===== src/rtl/lane_bifurc_steer.sv =====
module lane_bifurc_steer #(
  parameter int LANES = 16,
  parameter int SYM_W = 8,
  parameter logic [SYM_W-1:0] IDLE_SYM = '0
) (
  input  logic                     clk,
  input  logic                     rst_n,
  input  logic                     bifurc_req,
  input  logic                     rev_en,
  input  logic [LANES*SYM_W-1:0]   phy_rx_sym,
  input  logic [LANES-1:0]         phy_rx_vld,
  input  logic [LANES*SYM_W-1:0]   pri_tx_sym,
  input  logic [LANES-1:0]         pri_tx_vld,
  input  logic [LANES*SYM_W/2-1:0] sec_tx_sym,
  input  logic [LANES/2-1:0]       sec_tx_vld,
  output logic [LANES*SYM_W-1:0]   pri_rx_sym,
  output logic [LANES-1:0]         pri_rx_vld,
  output logic [LANES*SYM_W/2-1:0] sec_rx_sym,
  output logic [LANES/2-1:0]       sec_rx_vld,
  output logic [LANES*SYM_W-1:0]   phy_tx_sym,
  output logic [LANES-1:0]         phy_tx_vld,
  output logic                     bifurc_mode,
  output logic                     sec_present
);
  localparam int HALF = LANES / 2;

  logic mode_q, pres_q;

  always_ff @(posedge clk) begin
    if (!rst_n) begin
      mode_q <= bifurc_req;
      pres_q <= 1'b0;
    end else begin
      pres_q <= mode_q;
    end
  end

  assign bifurc_mode = mode_q;
  assign sec_present = pres_q;

  for (genvar i = 0; i < HALF; i++) begin : g_lo
    localparam int WIDE = LANES - 1 - i;
    localparam int NARR = HALF - 1 - i;
    wire [31:0] src = !rev_en ? i : (mode_q ? NARR : WIDE);
    assign pri_rx_sym[i*SYM_W +: SYM_W] = phy_rx_sym[src*SYM_W +: SYM_W];
    assign pri_rx_vld[i]                = phy_rx_vld[src];
    assign phy_tx_sym[i*SYM_W +: SYM_W] = pri_tx_sym[src*SYM_W +: SYM_W];
    assign phy_tx_vld[i]                = pri_tx_vld[src];
  end

  for (genvar i = HALF; i < LANES; i++) begin : g_hi
    localparam int WIDE = LANES - 1 - i;
    localparam int J    = i - HALF;
    wire [31:0] src = rev_en ? WIDE : i;
    assign pri_rx_sym[i*SYM_W +: SYM_W] = mode_q ? IDLE_SYM : phy_rx_sym[src*SYM_W +: SYM_W];
    assign pri_rx_vld[i]                = mode_q ? 1'b0 : phy_rx_vld[src];
    assign sec_rx_sym[J*SYM_W +: SYM_W] = mode_q ? phy_rx_sym[i*SYM_W +: SYM_W] : IDLE_SYM;
    assign sec_rx_vld[J]                = mode_q & phy_rx_vld[i];
    assign phy_tx_sym[i*SYM_W +: SYM_W] = mode_q ? sec_tx_sym[J*SYM_W +: SYM_W]
                                                 : pri_tx_sym[src*SYM_W +: SYM_W];
    assign phy_tx_vld[i]                = mode_q ? sec_tx_vld[J] : pri_tx_vld[src];
  end
endmodule


===== config.mk =====
export PLATFORM = sky130hd
export DESIGN_NAME = lane_bifurc_steer
export DESIGN_NICKNAME = d
export VERILOG_FILES = /design/src/rtl/lane_bifurc_steer.sv
export SDC_FILE = /design/constraint.sdc
export NUM_CORES = 1
export LEC_CHECK = 0
export ABC_AREA = 1
export BUFFER_PORTS_ARGS = -buffer_cell sky130_fd_sc_hd__buf_2
export CAP_MARGIN = 30
export CORE_AREA = 2 2 280 282
export CTS_CLUSTER_SIZE = 14
export DETAILED_ROUTE_END_ITERATION = 10
export DIE_AREA = 0 0 282 284
export MAX_ROUTING_LAYER = met4
export PLACE_DENSITY = 0.39
export SKIP_CTS_REPAIR_TIMING = 1
export SYNTH_ARGS = -nofsm -noshare
export SYNTH_HDL_FRONTEND = slang
export SYNTH_SLANG_ARGS = --single-unit

===== constraint.sdc =====
create_clock -name clk -period 2.35 [get_ports clk]
set_input_delay 0.1175 -clock clk [delete_from_list [all_inputs] [get_ports clk]]
set_output_delay 0.1175 -clock clk [all_outputs]
set_load 0.005 [all_outputs]

==> qor.yml, run 1 <==
start_kind: "register"
synth_nets: 1868
r2r_cells: 4
worstPathArrival_ns: 1.95
yosysTopAreaCellShare: 0.563
p_per_area_nw_per_um2: 247
grt_pass1_wl_mm: 69.2
yosysSeqAreaShare: 0.00799
grt_max_degree: 123
drt-initial-drc-count: 628
yosysWarnings: 0
vias_per_cell: 3.73
synthXorXnorAreaFrac: 0
slew_viol_final: 0
fin_tns_setup_ns: 0
start_util: 0.0814
syn_avg_cell_area_sq_um: 4.16
hold_path_depth: 1
synthCells: 1504
pin_count: 726
row_count: 102
fin_crit_sh: 0.879
yosys-mux-area-fraction: 0
clock-sinks: 2
critical_path_class: "reg2out"
dp_hpwl_mm: 40.7
grt_pass1_vias: 11168
antenna_found_initial: 6
wl_mm: 48.8
die_area_sq_um: 80100
syn-cell-area_sq_um: 6260
synth_top_family_by_area: "simple AND/OR/NAND/NOR gates"
crit_fanout: 50
io_buffers: 725
rsz0062_at_grt: "false"
first_pass_iters: 5
peakVddDrop_mv: 0.142
period_minus_slack_ns: 2.06
synth_fa_ha_area_frac: 0
cts_tree: "done"
vias: 11890
ys_ff_latch: 2
synthTopCellsByArea: "nand2_1 (56%), nand3_1 (23%), buf_2 (6.8%)"
fmax_mhz: 484
wl_per_cell_um: 15.3
place.gp.congestion: 0.932
core_sq_um: 77000
hp-class: "in2reg"
overflow: 0
root_buffer: "clkbuf_16"
area_growth_pct: 78.3
stdcell_count: 3189
worstMarginPinSlew_ns: 0.668
dieHeight_um: 284
endpoint_kind: "primary output"
maxSlewHeadroom: 0.555
fin_nets: 2509
dp_cells: 3180
clk_pin_slew_worst_paths_ns: 0.03
synth_simple_gate_area_frac: 0.795
layout-drive-gt1-share: 0.358
grt_usage: 0.114
fin_skew_ns: 0.0000290
p_leak_nw: 7.01
chipWidth_um: 282
status: "completed"
setup_viol: 0
cts_buffer_depth: 2
hold_violations: 0
synthDistinctLibCells: 12
cap_viol_max_count: 0
cts_made_buffers: 3
synth_compound_area_frac: 0.0575
antenna_left: 0
cp.required_ns: 2.23
cts.htree.levels: 1
synth_top_area_cell: "nand2_1"
hold_slack_ns: 0.0767
drc: 0
clk_latency_ns: 0.22
[cell families after synthesis]
kind of cell,Yosys count
AO/OA/AOI/OAI,72
buffers and inverters,202
flip-flops,2
AND/OR/NAND/NOR,1228
[flip-flops by register name, indices dropped and copies added (netlist names)]
| signal | flops |
|---|---|
| bifurc_mode | 1 |
| sec_present | 1 |
[final cells by class]
type	count	area (sq um)
fill	9337	65800
multi-input combinational	1300	5340
timing repair buffer	762	4090
tap	1040	1300
inverter	76	293
clock buffer	4	78.8
sequential	2	50.0
antenna	5	12.5
[routing by layer]
metal / part of all wire / up-vias / GRT usage
met5: 0 / - / -
met4: 0.029 / 0 / 0.0335
met3: 0.065 / 52 / 0.0134
met2: 0.49 / 557 / 0.201
met1: 0.41 / 5316 / 0.136
li1: - / 5965 / -
[power breakdown]
group | total [mW] | internal (mW) | switching, mW
clock | 0.263 | 0.223 | 0.0396
combinational | 2.45 | 0.994 | 1.46
sequential | 0.0441 | 0.0398 | 0.00436
[cells in the mapped netlist]
master and instances:
buf_1 9, inv_2 2, nand3_1 287, buf_2 85
nor2_4 1, dfxtp_1 1, inv_1 74, edfxtp_1 1
clkbuf_1 29, buf_4 3, nand2_1 940, a21oi_1 72
[worst max-delay path: stages (launching register included)]
cell	delay, ns
edfxtp_1	0.53
nor2_4	0.25
buf_4	0.23
buf_12	0.25
nand2_1	0.10
nand3_1	0.11
buf_2	0.17
[cell usage in the layout, fill, tap and decap left out, drive strengths merged]
cell type and n:
edfxtp 1, inv 76, buf 762, a21oi 72, dfxtp 1, nand3 287, nand2 940, diode 5
clkbuf 4, nor2 1
[metrics by stage]
step	util	power, mW	setup slack, ns	cell area (sq um)
2_1_floorplan	-	1.11	1.11	6260
3_3_place_gp	0.144	2.54	0.486	11100
3_5_place_dp	0.144	2.52	0.469	11100
4_1_cts	0.145	2.80	0.233	11200
5_1_grt	0.145	3.05	0.127	11200
6_report	0.145	2.76	0.285	11200
[path summary, 6_finish.rpt]
path | startpoint | to | slack, ns
setup / recovery | bifurc_mode | phy_tx_sym[23] | 0.29
hold / removal | bifurc_req | bifurc_mode | 0.08
setup reg to reg | bifurc_mode | sec_present | 1.10
hold reg to reg | bifurc_mode | sec_present | 1.14
Power figures use the tool's default switching activity.
==> inputs of run 2 (changes only) <==
--- a/config.mk
+++ b/config.mk
@@ -9,6 +9,7 @@
 export BUFFER_PORTS_ARGS = -buffer_cell sky130_fd_sc_hd__buf_2
 export CAP_MARGIN = 30
 export CORE_AREA = 2 2 280 282
+export CTS_BUF_LIST = sky130_fd_sc_hd__clkbuf_8
 export CTS_CLUSTER_SIZE = 14
 export DETAILED_ROUTE_END_ITERATION = 10
 export DIE_AREA = 0 0 282 284
==> qor.yml, run 2 (synthesis gave the netlist of run 1 again) <==
final_common_cell: "nand2_1"
wl_per_cell_um: 15.3
drc: 0
io_buffers: 725
dieHeight_um: 284
start_util: 0.0814
grt_pass1_vias: 11168
wl_mm: 48.8
drt-initial-drc-count: 624
clk_pin_slew_worst_paths_ns: 0.03
critical_path_class: "reg2out"
die_area_sq_um: 80100
vias: 11844
start_kind: "register"
vias_per_cell: 3.71
worstPathArrival_ns: 1.96
fmax_mhz: 482
path_cells: "nor2_4, buf_4, buf_12, nand2_1, nand3_1, buf_2"
setup_viol: 0
cp.required_ns: 2.23
core_sq_um: 77000
cts_made_buffers: 3
clock-sinks: 2
grt_pass1_wl_mm: 69.2
fin_crit_sh: 0.882
period_minus_slack_ns: 2.07
fin_skew_ns: 0.00182
cts_tree: "done"
antenna_found_initial: 6
area_growth_pct: 77.7
grt_usage: 0.114
cts.htree.levels: 1
first_pass_iters: 5
crit_slowest_cell: "edfxtp_1"
maxSlewHeadroom: 0.560
row_count: 102
status: "completed"
chipWidth_um: 282
fin_nets: 2509
overflow: 0
clk_latency_ns: 0.21
endpoint_kind: "primary output"
antenna_left: 0
hp-class: "in2reg"
critPathMaxStageDelay_ns: 0.53
rsz0062_at_grt: "false"
most-common-layout-cells: "nand2_1 (940), buf_2 (724), nand3_1 (287)"
grt_max_degree: 123
dp_hpwl_mm: 40.7
place.gp.congestion: 0.932
cts_buffer_depth: 2
peakVddDrop_mv: 0.102
crit_fanout: 50
pin_count: 726
layout-drive-gt1-share: 0.358
fin_tns_setup_ns: 0
slew_viol_final: 0
hold_violations: 0
p_per_area_nw_per_um2: 236
finalPower_mw: 2.63
post-route-util: 0.145
p_leak_nw: 7.00
cap_viol_max_count: 0
worstMarginPinSlew_ns: 0.661
root_buffer: "clkbuf_8"
-- run 2: changes by cell type in the layout (fill, tap and decap cells not counted) --
cell       before  now
clkbuf_16       3    0
clkbuf_1        1    0
clkbuf_8        0    3
inv_1          74   75
-- run 2: through the flow --
stage / hold slack [ns] / cell area (sq um) / cells / setup WS [ns]
after detailed placement: 0.300 / 11100 / 3180 / 0.469
after global routing: 0.0849 / 11100 / 3189 / 0.130
final: 0.0847 / 11100 / 3189 / 0.277
after floorplan: 0.215 / 6260 / 1504 / 1.11
after global placement: 0.300 / 11100 / 3180 / 0.486
after CTS: 0.0809 / 11100 / 3184 / 0.239
-- run 2: worst max-delay path: cells and delay by family, from the launching register on --
family | cells | cell delay [ns]
buffers and inverters | 3 | 0.66
DFF | 1 | 0.53
and+or+nand+nor | 3 | 0.47
-- run 2: metal layers --
layer	global-route usage	share of wire	vias to the layer above
li1	-	-	5964
met3	0.0134	0.064	50
met2	0.201	0.49	555
met1	0.136	0.41	5275
met4	0.0335	0.029	0
met5	-	0	-
-- run 2: cell type report --
| cell class | count | area (sq um) |
|---|---|---|
| diodes | 5 | 12.5 |
| clock buffers | 3 | 41.3 |
| clock inverters | 1 | 3.75 |
| fillers | 9343 | 65800 |
| inverters | 76 | 293 |
| multi-input cells | 1300 | 5340 |
| flip-flops and latches | 2 | 50.0 |
| well taps | 1040 | 1300 |
| repair buffers | 762 | 4090 |
-- run 2: final timing paths --
check | startpoint | endpoint | depth (start not counted) | slack (ns)
setup reg to reg | bifurc_mode | sec_present | 4 | 1.10
hold reg to reg | bifurc_mode | sec_present | 4 | 1.14
hold / removal | bifurc_req | bifurc_mode | 1 | 0.08
setup / recovery | bifurc_mode | phy_tx_sym[23] | 6 | 0.28
-- run 2: power by group --
part	internal, mW	leakage, nW	total (mW)	switching (mW)
logic	0.994	6.95	2.45	1.45
registers	0.0398	0.0181	0.0441	0.00435
clock network	0.111	0.0269	0.139	0.0281
total	1.14	7.00	2.63	1.49
==> inputs of run 3 (changes only) <==
--- a/config.mk
+++ b/config.mk
@@ -5,16 +5,15 @@
 export SDC_FILE = /design/constraint.sdc
 export NUM_CORES = 1
 export LEC_CHECK = 0
-export ABC_AREA = 1
 export BUFFER_PORTS_ARGS = -buffer_cell sky130_fd_sc_hd__buf_2
 export CAP_MARGIN = 30
-export CORE_AREA = 2 2 280 282
+export CORE_AREA = 2 2 286 288
 export CTS_BUF_LIST = sky130_fd_sc_hd__clkbuf_8
 export CTS_CLUSTER_SIZE = 14
 export DETAILED_ROUTE_END_ITERATION = 10
-export DIE_AREA = 0 0 282 284
+export DIE_AREA = 0 0 288 290
 export MAX_ROUTING_LAYER = met4
-export PLACE_DENSITY = 0.39
+export PLACE_DENSITY = 0.38
 export SKIP_CTS_REPAIR_TIMING = 1
 export SYNTH_ARGS = -nofsm -noshare
 export SYNTH_HDL_FRONTEND = slang
==> qor.yml, run 3 <==
status: "completed"
yosysSeqAreaShare: 0.00816
hold_slack_ns: 0.0821
slew_viol_final: 0
rsz0062_at_grt: "false"
first_pass_iters: 5
fin_skew_ns: 0.00461
final_common_cell: "buf_2"
grt_pass1_vias: 9083
fin_crit_sh: 0.835
drt-initial-drc-count: 303
fin_tns_setup_ns: 0
drc: 0
crit_fanout: 57
multi_input_area_sq_um: 5500
syn-cell-area_sq_um: 6130
hold_path_startpoint: "bifurc_req"
peakVddDrop_mv: 0.0786
synthCells: 964
synth_nets: 1328
grt_max_degree: 66
worst_slack_ns: 0.388
endpoint_kind: "primary output"
root_buffer: "clkbuf_8"
wl_mm: 42.1
period_minus_slack_ns: 1.96
fin_nets: 2008
path_common_cell: "buf_12"
hold_violations: 0
place_area_sq_um: 11000
start_util: 0.0765
dp_hpwl_mm: 37.2
critPathMaxStageDelay_ns: 0.43
critical_path_class: "reg2out"
worstMarginPinSlew_ns: 0.501
chipWidth_um: 288
cts_tree: "done"
synthTopCellsByArea: "mux2i_1 (47%), nor2_1 (13%), a21oi_1 (12%)"
cts.htree.levels: 1
fmax_mhz: 510
synth_edf_count: 1
area_growth_pct: 79.9
synth_top_area_cell: "mux2i_1"
synth_commonest_cells: "mux2i_1 (288), nor2_1 (216), a21oi_1 (144)"
yosysTopAreaCellShare: 0.470
cp.required_ns: 2.23
pin_count: 726
antenna_found_initial: 7
core_sq_um: 80200
antenna_left: 0
cts_buffer_depth: 2
hp-class: "in2reg"
place.gp.congestion: 0.892
maxSlewHeadroom: 0.663
p_per_area_nw_per_um2: 234
path_cells: "buf_12, buf_12, mux2i_1, a21oi_1, buf_2"
cap_viol_max_count: 0
crit_slowest_cell: "edfxtp_1"
start_kind: "register"
overflow: 0
cts_made_buffers: 3
seq_area_sq_um: 50.0
worstPathArrival_ns: 1.84
vias_per_cell: 3.45
grt_usage: 0.0936
most-common-layout-cells: "buf_2 (724), mux2i_1 (288), nor2_1 (216)"
die_area_sq_um: 83500
p_leak_nw: 6.04
setup_viol: 0
finalPower_mw: 2.58
cp_top_family: "buffers and inverters"
reg2reg_from: "bifurc_mode"
clk_pin_slew_worst_paths_ns: 0.03
final_area_sq_um: 11000
clk_latency_ns: 0.21
async_flop_share: 0
wl_per_cell_um: 15.5
row_count: 104
grt_pass1_wl_mm: 58.0
dieHeight_um: 290
pre_cts_slack_ns: 0.577
synth_most_common_cell: "mux2i_1"
io_buffers: 725
synthDistinctLibCells: 15
vias: 9335
filler_cell_count: 9496
ys_ff_latch: 2
yosysWarnings: 0
layout-drive-gt1-share: 0.471
synth-main-ff-cell: "edfxtp_1"
cp-startpoint: "bifurc_mode"
syn_avg_cell_area_sq_um: 6.36
clock-sinks: 2
critPathBufInv: 3
-- run 3: changes by cell type after synthesis, moves of 14 or more --
cell / previous run / this run
buf_2: 85 / 52
clkbuf_1: 29 / 15
inv_1: 74 / 1
nor2_1: 0 / 216
o21ai_0: 0 / 55
nand2_1: 940 / 72
and2_1: 0 / 73
buf_4: 3 / 18
o21ai_1: 0 / 17
mux2i_1: 0 / 288
nand3_1: 287 / 0
a21oi_1: 72 / 144
-- run 3: metal layers --
layer  vias up  share of wire  routed length, um  GRT usage
li1       4711              -                  -          -
met1      4150           0.41              17400      0.107
met2       444           0.49              20800      0.168
met3        30          0.068               2860     0.0138
met4         0          0.024               1020     0.0258
met5         -              0                  0          -
-- run 3: cells by family after synthesis --
logic type / share of synthesized area
AND/OR/NAND/NOR: 0.251
flip-flops: 0.00816
buffers and inverters: 0.0950
AO/OA/AOI/OAI: 0.176
multiplexers: 0.470
-- run 3: final cells by class --
| cell class | count | share of cell area |
|---|---|---|
| sequential | 2 | 0.00454 |
| multi-input combinational | 865 | 0.499 |
| clock buffer | 3 | 0.00374 |
| timing repair buffer | 771 | 0.371 |
| tap | 1060 | 0.120 |
| inverter | 1 | 0.000340 |
| antenna | 5 | 0.00113 |
| clock inverter | 1 | 0.000340 |
-- run 3: through the flow --
step                      utilization  cells
after CTS                       0.138   2703
after global routing            0.138   2708
final                           0.138   2708
after global placement          0.137   2699
after detailed placement        0.137   2699
after floorplan                     -    964
-- run 3: power by group --
| part | switching (mW) | internal [mW] | total, mW |
|---|---|---|---|
| Clock | 0.0320 | 0.111 | 0.143 |
| Sequential | 0.00229 | 0.0397 | 0.0420 |
| Combinational | 1.29 | 1.10 | 2.40 |
-- run 3: worst paths after layout --
check	end	slack (ns)	depth (start not counted)
min	bifurc_mode	0.08	1
max	pri_rx_sym[24]	0.39	5
max reg2reg	sec_present	1.09	3
min reg2reg	sec_present	1.16	3
